==> config.mk <==
export PLATFORM = sky130hd
export DESIGN_NAME = spi_aligned_master
export DESIGN_NICKNAME = d
export VERILOG_FILES = /design/src/rtl/spi_aln_pkg.sv /design/src/rtl/spi_aln_regs.sv /design/src/rtl/spi_aln_ctrl.sv /design/src/rtl/spi_aln_dpath.sv /design/src/rtl/spi_aligned_master.sv
export SDC_FILE = /design/constraint.sdc
export NUM_CORES = 1
export LEC_CHECK = 0
export ABC_AREA = 1
export BUFFER_PORTS_ARGS = -buffer_cell sky130_fd_sc_hd__buf_2
export CAP_MARGIN = 0
export CORE_AREA = 2 2 125 176
export CTS_CLUSTER_SIZE = 14
export DETAILED_ROUTE_END_ITERATION = 8
export DIE_AREA = 0 0 127 178
export HOLD_SLACK_MARGIN = 0.03
export SYNTH_ARGS = -nofsm -noshare
export SYNTH_HDL_FRONTEND = slang
export SYNTH_HIERARCHICAL = 1
export SYNTH_SLANG_ARGS = --single-unit
export TNS_END_PERCENT = 100
==> constraint.sdc <==
create_clock -name clk -period 2.53 [get_ports clk]
set_input_delay 0.506 -clock clk [delete_from_list [all_inputs] [get_ports clk]]
set_output_delay 0.506 -clock clk [all_outputs]
set_load 0.005 [all_outputs]
==> src/rtl/spi_aln_pkg.sv <==
package spi_aln_pkg;

  localparam int DW     = 32;
  localparam int PRE_W  = 4;
  localparam int LEN_W  = 4;
  localparam int HALF_W = 10;
  localparam int EDGE_W = 6;
  localparam int ADDR_W = 3;

  localparam logic [ADDR_W-1:0] A_MODE = 3'd0;
  localparam logic [ADDR_W-1:0] A_EVT  = 3'd1;
  localparam logic [ADDR_W-1:0] A_MASK = 3'd2;
  localparam logic [ADDR_W-1:0] A_TX   = 3'd3;
  localparam logic [ADDR_W-1:0] A_RX   = 3'd4;
  localparam logic [ADDR_W-1:0] A_SEL  = 3'd5;

  localparam int B_EN   = 0;
  localparam int B_CPHA = 1;
  localparam int B_CPOL = 2;
  localparam int B_MSB  = 3;
  localparam int B_LOOP = 4;
  localparam int B_LEN  = 8;
  localparam int B_DIV  = 12;
  localparam int B_PRE  = 16;

  typedef struct packed {
    logic load;
    logic abort;
    logic toggleClk;
    logic shiftOut;
    logic sampleIn;
    logic finish;
  } strobes_t;

  typedef struct packed {
    logic             en;
    logic             cpha;
    logic             cpol;
    logic             msbFirst;
    logic             loopEn;
    logic [LEN_W-1:0] lenField;
    logic             div16;
    logic [PRE_W-1:0] pre;
  } mode_t;

  function automatic mode_t modeFromWord(input logic [DW-1:0] w);
    mode_t m;
    m.en       = w[B_EN];
    m.cpha     = w[B_CPHA];
    m.cpol     = w[B_CPOL];
    m.msbFirst = w[B_MSB];
    m.loopEn   = w[B_LOOP];
    m.lenField = w[B_LEN +: LEN_W];
    m.div16    = w[B_DIV];
    m.pre      = w[B_PRE +: PRE_W];
    return m;
  endfunction

  function automatic logic [DW-1:0] modeToWord(input mode_t m);
    logic [DW-1:0] w;
    w = '0;
    w[B_EN]             = m.en;
    w[B_CPHA]           = m.cpha;
    w[B_CPOL]           = m.cpol;
    w[B_MSB]            = m.msbFirst;
    w[B_LOOP]           = m.loopEn;
    w[B_LEN +: LEN_W]   = m.lenField;
    w[B_DIV]            = m.div16;
    w[B_PRE +: PRE_W]   = m.pre;
    return w;
  endfunction

  function automatic logic [EDGE_W-1:0] wordBits(input logic [LEN_W-1:0] f);
    return (f == '0) ? EDGE_W'(32) : EDGE_W'(f) + EDGE_W'(1);
  endfunction

  function automatic logic [HALF_W-1:0] halfPeriod(input logic [PRE_W-1:0] p, input logic d16);
    logic [HALF_W-1:0] base;
    base = HALF_W'(p) + HALF_W'(1);
    return d16 ? (base << 5) : (base << 1);
  endfunction

endpackage

==> src/rtl/spi_aln_regs.sv <==
module spi_aln_regs
  import spi_aln_pkg::*;
#(
  parameter int NUM_SEL = 4
) (
  input  logic              clk,
  input  logic              rstN,
  input  logic [ADDR_W-1:0] regAddr,
  input  logic              regWr,
  input  logic              regRd,
  input  logic [DW-1:0]     regWdata,
  output logic [DW-1:0]     regRdata,
  input  logic              busy,
  input  logic              finish,
  input  logic [DW-1:0]     rxHold,
  output mode_t             mode,
  output logic              startReq,
  output logic [1:0]        evtBits,
  output logic              irq,
  output logic [NUM_SEL-1:0] selN
);

  logic [1:0]         maskBits;
  logic [NUM_SEL-1:0] selReg;
  logic               evtWr;
  logic               rxRead;

  assign startReq = regWr && (regAddr == A_TX) && mode.en && !busy;
  assign evtWr    = regWr && (regAddr == A_EVT);
  assign rxRead   = regRd && (regAddr == A_RX);

  always_ff @(posedge clk or negedge rstN) begin
    if (!rstN) begin
      mode     <= '0;
      maskBits <= '0;
      selReg   <= '1;
      evtBits  <= '0;
    end else begin
      if (regWr && regAddr == A_MODE) begin
        if (mode.en) mode.en <= regWdata[B_EN];
        else         mode    <= modeFromWord(regWdata);
      end
      if (regWr && regAddr == A_MASK) maskBits <= regWdata[1:0];
      if (regWr && regAddr == A_SEL)  selReg   <= regWdata[NUM_SEL-1:0];
      if (finish)                                 evtBits[0] <= 1'b1;
      else if (rxRead || (evtWr && regWdata[0])) evtBits[0] <= 1'b0;
      if (startReq)                   evtBits[1] <= 1'b1;
      else if (evtWr && regWdata[1])  evtBits[1] <= 1'b0;
    end
  end

  always_comb begin
    regRdata = '0;
    case (regAddr)
      A_MODE:  regRdata = modeToWord(mode);
      A_EVT:   regRdata[1:0] = evtBits;
      A_MASK:  regRdata[1:0] = maskBits;
      A_RX:    regRdata = rxHold;
      A_SEL:   regRdata[NUM_SEL-1:0] = selReg;
      default: regRdata = '0;
    endcase
  end

  assign irq  = |(evtBits & maskBits);
  assign selN = selReg;

endmodule

==> src/rtl/spi_aln_ctrl.sv <==
module spi_aln_ctrl
  import spi_aln_pkg::*;
(
  input  logic              clk,
  input  logic              rstN,
  input  logic              enable,
  input  logic              cpha,
  input  logic              startReq,
  input  logic [HALF_W-1:0] halfPer,
  input  logic [EDGE_W-1:0] bitsN,
  output strobes_t          st,
  output logic              busy
);

  logic [HALF_W-1:0] cnt;
  logic [EDGE_W-1:0] edgeIdx;
  logic [EDGE_W-1:0] lastIdx;
  logic              edgeHit;
  logic              isSample;

  assign lastIdx  = {bitsN[EDGE_W-2:0], 1'b0} - EDGE_W'(1);
  assign edgeHit  = busy && enable && (cnt == halfPer - HALF_W'(1));
  assign isSample = (~edgeIdx[0]) ^ cpha;

  always_comb begin
    st           = '0;
    st.load      = startReq;
    st.abort     = busy && !enable;
    st.toggleClk = edgeHit;
    st.sampleIn  = edgeHit && isSample;
    st.shiftOut  = edgeHit && !isSample && (edgeIdx != lastIdx)
                   && !(cpha && edgeIdx == '0);
    st.finish    = edgeHit && (edgeIdx == lastIdx);
  end

  always_ff @(posedge clk or negedge rstN) begin
    if (!rstN) begin
      busy    <= 1'b0;
      cnt     <= '0;
      edgeIdx <= '0;
    end else if (!enable) begin
      busy    <= 1'b0;
      cnt     <= '0;
      edgeIdx <= '0;
    end else if (st.load) begin
      busy    <= 1'b1;
      cnt     <= '0;
      edgeIdx <= '0;
    end else if (busy) begin
      if (edgeHit) begin
        cnt <= '0;
        if (st.finish) busy <= 1'b0;
        else           edgeIdx <= edgeIdx + EDGE_W'(1);
      end else begin
        cnt <= cnt + HALF_W'(1);
      end
    end
  end

endmodule

==> src/rtl/spi_aln_dpath.sv <==
module spi_aln_dpath
  import spi_aln_pkg::*;
(
  input  logic              clk,
  input  logic              rstN,
  input  strobes_t          st,
  input  logic [DW-1:0]     txWord,
  input  logic              msbFirst,
  input  logic              cpol,
  input  logic              loopEn,
  input  logic [EDGE_W-1:0] bitsN,
  input  logic              miso,
  output logic              sclk,
  output logic              mosi,
  output logic [DW-1:0]     rxHold
);

  logic [DW-1:0] txSh;
  logic [DW-1:0] rxAcc;
  logic [DW-1:0] rxAccNext;
  logic [DW-1:0] placed;
  logic          sclkLvl;
  logic          inBit;

  assign mosi  = msbFirst ? txSh[DW-1] : txSh[0];
  assign sclk  = cpol ^ sclkLvl;
  assign inBit = loopEn ? mosi : miso;

  always_comb begin
    rxAccNext = rxAcc;
    if (st.sampleIn)
      rxAccNext = msbFirst ? {rxAcc[DW-2:0], inBit} : {inBit, rxAcc[DW-1:1]};
  end

  always_comb begin
    if (bitsN == EDGE_W'(32)) placed = rxAccNext;
    else if (msbFirst)        placed = rxAccNext << (DW/2);
    else                      placed = rxAccNext >> (DW/2);
  end

  always_ff @(posedge clk or negedge rstN) begin
    if (!rstN) begin
      txSh    <= '0;
      rxAcc   <= '0;
      rxHold  <= '0;
      sclkLvl <= 1'b0;
    end else if (st.abort) begin
      sclkLvl <= 1'b0;
    end else if (st.load) begin
      txSh    <= txWord;
      rxAcc   <= '0;
      sclkLvl <= 1'b0;
    end else begin
      rxAcc <= rxAccNext;
      if (st.toggleClk) sclkLvl <= ~sclkLvl;
      if (st.shiftOut)  txSh <= msbFirst ? (txSh << 1) : (txSh >> 1);
      if (st.finish)    rxHold <= placed;
    end
  end

endmodule

==> src/rtl/spi_aligned_master.sv <==
module spi_aligned_master
  import spi_aln_pkg::*;
#(
  parameter int NUM_SEL = 4
) (
  input  logic               clk,
  input  logic               rstN,
  input  logic [2:0]         regAddr,
  input  logic               regWr,
  input  logic               regRd,
  input  logic [31:0]        regWdata,
  output logic [31:0]        regRdata,
  output logic               irq,
  output logic               sclk,
  output logic               mosi,
  input  logic               miso,
  output logic [NUM_SEL-1:0] selN
);

  mode_t             mode;
  strobes_t          st;
  logic              busy;
  logic              startReq;
  logic [1:0]        evtBits;
  logic [DW-1:0]     rxHold;
  logic [EDGE_W-1:0] bitsN;
  logic [HALF_W-1:0] halfPer;

  assign bitsN   = wordBits(mode.lenField);
  assign halfPer = halfPeriod(mode.pre, mode.div16);

  spi_aln_regs #(.NUM_SEL(NUM_SEL)) uRegs (
    .clk(clk), .rstN(rstN), .regAddr(regAddr), .regWr(regWr), .regRd(regRd),
    .regWdata(regWdata), .regRdata(regRdata), .busy(busy), .finish(st.finish),
    .rxHold(rxHold), .mode(mode), .startReq(startReq), .evtBits(evtBits),
    .irq(irq), .selN(selN)
  );

  spi_aln_ctrl uCtrl (
    .clk(clk), .rstN(rstN), .enable(mode.en), .cpha(mode.cpha),
    .startReq(startReq), .halfPer(halfPer), .bitsN(bitsN), .st(st), .busy(busy)
  );

  spi_aln_dpath uDpath (
    .clk(clk), .rstN(rstN), .st(st), .txWord(regWdata), .msbFirst(mode.msbFirst),
    .cpol(mode.cpol), .loopEn(mode.loopEn), .bitsN(bitsN), .miso(miso),
    .sclk(sclk), .mosi(mosi), .rxHold(rxHold)
  );

endmodule

### After elaboration in Yosys (flattened, before gate mapping)

Index checks and enable logic that the tools add are counted.

| operators by class | value |
|---|---|
| add/sub/neg operators | 6 |
| eq/ne operators | 12 |
| mux-type cells | 36 |
| bitwise logic cells | 8 |
| reduce and logical (&&, ||, !) cells | 36 |

Operator list:

| cell | count |
|---|---|
| 32-bit 2-to-1 mux | 8 |
| 28-bit case mux with 2 select lines | 1 |
| 10-bit 2-to-1 mux | 5 |
| 6-bit 2-to-1 mux | 6 |
| 1-bit logical AND | 19 |
| 1-bit 2-to-1 mux | 14 |
| 10-bit by 1-bit adder with 10-bit output, second input constant | 1 |
| 4-bit by 1-bit adder with 5-bit output, second input constant | 2 |
| 10-bit equality test | 1 |
| 2-bit case mux with 5 select lines | 1 |
| 10-bit by 1-bit subtractor with 10-bit output, second input constant | 1 |
| 3-bit != test, second input constant | 3 |
| 6-bit by 1-bit adder with 6-bit output, second input constant | 1 |
| 3-bit by 2-bit equality test with 1-bit output, second input constant | 2 |
| 3-bit equality test, second input constant | 2 |
| 6-bit equality test | 1 |
| 6-bit equality test, second input constant | 1 |
| 6-bit logical NOT | 1 |
| 6-bit != test | 1 |
| 2-bit case mux with 3 select lines | 1 |
| 3-bit AND reduction | 2 |
| 2-bit nonzero test | 3 |
| 6-bit by 1-bit subtractor with 6-bit output, second input constant | 1 |
| 1-bit NOT | 5 |
| 10 further kinds | 15 |

| storage, ports and cells | value |
|---|---|
| register bits after elaboration | 136 |
| input bits | 40 |

### Logic depth before layout (Yosys ltp)

| logic depth | value |
|---|---|
| depth in word-level cells | 11 |
| gate-level depth with buffers | 21 |
| depth with buffers taken out | 20 |

### By module

Netlist, hierarchy kept.

By module, submodules not included:

| module | times used | cells an instance | area each (um^2) | sequential area each (um^2) |
|---|---|---|---|---|
| spi_aln_dpath | 1 | 692 | 5098.6 | 2427.3 |
| spi_aln_ctrl | 1 | 234 | 1575.3 | 425.4 |
| spi_aln_regs | 1 | 220 | 1408.9 | 555.5 |
| spi_aligned_master | 1 | 38 | 193.9 | 0.0 |

### Worst setup path after synthesis

No wires, ideal clock.

| timing path | value |
|---|---|
| path type | register to register |
| from | register, netlist name uRegs/mode[0] |
| to | register uDpath.rxHold[14] |
| library setup time | 0.120 ns |
| arrival | 2.535 ns |
| data required time | 2.410 ns |
| slack | -0.126 ns |
| stages on the path, launching flop included | 20 |
| path buffers | 2 |
| clock period less this slack | 2.656 ns |
| cells stage by stage | dfrtp_1 ha_1 xnor2_1 nor2_1 nor2_2 nand2_2 nor2_4 nand2_1 nand2_1 nand2_1 nor2_2 nand3_4 nor2_1 buf_2 buf_2 nand3_1 o21ai_1 nor2_1 o21ai_1 nand2_1 |

RTL lines:

| what | line | text |
|---|---|---|
| to (signal assigned) | spi_aln_dpath.sv:57 | `if (st.finish) rxHold <= placed;` |
| to (decl) | spi_aln_dpath.sv:15 | `output logic [DW-1:0] rxHold` |

==> out/qor.yml <==
status:
  outcome: "finished with violations"
  failed_checks: "setup timing"
sta:
  fin_ws_ns: -0.337
  fmax_mhz: 349
  hold_ws_ns: 0.308
  slew_violations: 0
  min_period_over_period_pct: 113
  hold_viol: 0
  setup_viol: 84
  finalClockSkew_ns: 0.00943
  tns_ns: -15.36
  period_needed_ns: 2.87
  rsz0062_at_grt: "yes"
clock_tree:
  cts_buffers: 17
  cts.sinks: 136
  htreeDepth: 4
  clk_pin_slew_ns: 0.06
  cts_tree: "built"
  worstSkewPairLatency_ns: 0.44
  cts_buffer_depth: 2
  cts_root_buf: "clkbuf_16"
run:
  drv_cap: 0
grt:
  gr-total-overflow: 0
  met3_usage_pct: 3.51
  grt_pass1_wl_mm: 41.0
  met2_usage_pct: 39.3
  grt_start_max_net_pins: 42
  grt_busiest_layer: "met2"
  gr-usage-met1_pct: 28.2
  grt_pass1_vias: 8158
  grt_usage_pct: 22.9
  grt_antenna_before_repair: 0
detailed_routing:
  first_pass_iters: 5
  drc_errors: 0
  vias_per_cell: 5.25
  via_count: 8439
  wl_per_cell_um: 16.0
  first_iter_violations: 585
  final_antenna_net_count: 0
  drt-total-wl_mm: 25.8
logic_synthesis:
  synth_edf_count: 0
  synth-compound-area-share_pct: 14.2
  synthArstFlopShare_pct: 100
  synthMuxAreaShare_pct: 0.121
  synth_flop_cell: "dfrtp_1"
  synth_area_per_cell_um2: 6.99
  yosys.area_share.adder_pct: 1.21
  synth_xor_area_share_pct: 2.43
  synth_top_family_by_area: "simple AND/OR/NAND/NOR gates"
  synth_cell_types: 42
  yosys_warnings: 6
  syn-cell-area_um2: 8280
  synth_simple_gate_area_share_pct: 30.9
  ys_ff_latch: 136
  ys_seq_area_share_pct: 41.2
  netlist_instances: 1184
floorplanning:
  coreArea_um2: 21000
  die_y_um: 178
  dieArea_um2: 22600
  io_pins: 79
  die_x_um: 127
  initial_core_util_pct: 39.5
  num_rows: 63
placement:
  dp_hpwl_mm: 17.1
  io_buffers: 78
  place_inst: 1546
  place_congestion: 0.851
setup_path:
  start_kind: "flop"
  crit_path_end_kind: "flop"
  critical_path_class: "flop to flop"
  required_ns: 2.85
  critPathMaxFanout: 6
  arrival_ns: 3.18
finish:
  final_common_cell: "nand2_1"
  final_core_util_pct: 54.0
  area_growth_pct: 36.8
  nets: 1382
  finalNonFillerCells: 1607
  layout-drive-gt1-share_pct: 29.0
  n_antenna_cell: 0
  layout_common_cells: "339 x nand2_1, 130 x dfrtp_1, 110 x inv_1, 110 x nor2_1, 78 x buf_2"
pwr:
  power.leakage_nw: 5.18
  irDropWorstVdd_uv: 503
  power.density_nw_per_um2: 826
worst_hold_path:
  worst_hold_path_type: "input pin to flop"
-- worst paths after layout --
kind	startpoint	end	slack (ns)	cells after the start
max	uRegs/mode[0]	uDpath/rxHold[30]	-0.34	20
min	regWdata[3]	uRegs/selN[3]	0.31	3
max in group asynchronous	rstN	uRegs/selN[1]	1.32	3
max reg2reg	uRegs/mode[0]	uDpath/rxHold[30]	-0.34	20
min reg2reg	uDpath/rxHold[18]	uDpath/rxHold[18]	0.47	2
min in group asynchronous	rstN	uDpath/txSh[12]	0.55	2
-- area by class of cell --
class | count | area (µm²)
clock buffer | 21 | 450
inverter | 128 | 498
tap | 260 | 325
fill | 1959 | 9650
clock inverter | 11 | 171
multi-input combinational | 861 | 4850
sequential | 136 | 3410
timing repair buffer | 190 | 1620
-- power by group --
| group | switching [W] | internal, W | total [W] |
|---|---|---|---|
| sequential | 0.000530 | 0.00261 | 0.00314 |
| clock | 0.000993 | 0.00168 | 0.00267 |
| combinational | 0.00204 | 0.00151 | 0.00354 |
-- registers in the layout, indices dropped and copies added, names as in the netlist --
register	count
uDpath/rxAcc	32
uDpath/rxHold	32
uDpath/txSh	32
uRegs/mode	14
uCtrl/cnt	10
uCtrl/edgeIdx	6
uRegs/selN	4
uRegs/evtBits	2
uRegs/maskBits	2
uCtrl/busy	1
uDpath/sclkLvl	1
-- logic make-up (layout without fill, tap and decap cells) --
| group | count (synthesis) | after routing |
|---|---|---|
| AOI/OAI and AO/OA | 220 | 220 |
| xor gates and xnor gates | 23 | 23 |
| adders and majority gates | 8 | 8 |
| buffers and inverters | 188 | 350 |
| DFF | 136 | 136 |
| muxes | 1 | 1 |
| other | 1 | 2 |
| and+or+nand+nor | 607 | 607 |
-- what timing repair did --
| item | 4_1_cts | 5_1_grt |
|---|---|---|
| buffers inserted | 10 | 16 |
| hold buffers | 1 | 0 |
| setup endpoints to repair | 94 | 107 |
| cloned | 4 | 2 |
| resized for setup | 148 | 94 |
| pin swaps | 77 | 39 |
| endpoints found under the hold margin | 33 | 0 |
-- metal layers --
layer,wire (µm),vias up
li1,-,4089
met1,10700,4052
met2,13100,239
met3,1030,59
met4,921,0
met5,0,-
-- through the flow --
step | total power, W | setup slack, ns | instance area, µm²
after floorplan | 0.00484 | -0.0453 | 8410
after global placement | 0.00576 | -0.279 | 9470
after detailed placement | 0.00580 | -0.306 | 9470
after CTS | 0.00897 | -0.199 | 10900
after global routing | 0.00988 | -0.419 | 11300
final | 0.00935 | -0.337 | 11300
-- worst max-delay path, cell delays in order, from the launching register on --
cell     delay [ns]
dfrtp_2        0.44
buf_4          0.16
nor2_4         0.08
inv_2          0.06
ha_4           0.26
nor2_1         0.04
a21oi_1        0.17
nand2_1        0.10
nor2_2         0.12
nand2_2        0.07
nor2_4         0.12
nand3_4        0.09
nor2_4         0.10
buf_12         0.15
buf_12         0.13
buf_8          0.12
nand3_4        0.09
o21ai_4        0.10
nor2_1         0.07
o21ai_1        0.20
nand2_1        0.07
-- synthesized netlist by cell type, types with 6 or more instances --
| master | number | area (µm²) |
|---|---|---|
| a21oi_1 | 39 | 195 |
| buf_2 | 26 | 130 |
| buf_4 | 9 | 67.6 |
| buf_6 | 6 | 67.6 |
| clkbuf_1 | 17 | 63.8 |
| dfrtp_1 | 132 | 3300 |
| ha_1 | 8 | 100 |
| inv_1 | 119 | 447 |
| inv_2 | 7 | 26.3 |
| nand2_1 | 352 | 1320 |
| nand2_2 | 8 | 50.1 |
| nand3_1 | 75 | 375 |
| nand4_1 | 9 | 56.3 |
| nor2_1 | 134 | 503 |
| nor2_4 | 8 | 90.1 |
| nor3_1 | 9 | 45.0 |
| o21ai_0 | 65 | 325 |
| o21ai_1 | 76 | 380 |
| o22ai_1 | 31 | 194 |
| xnor2_1 | 9 | 78.8 |
| xor2_1 | 14 | 123 |
Power figures use the tool's default switching activity.
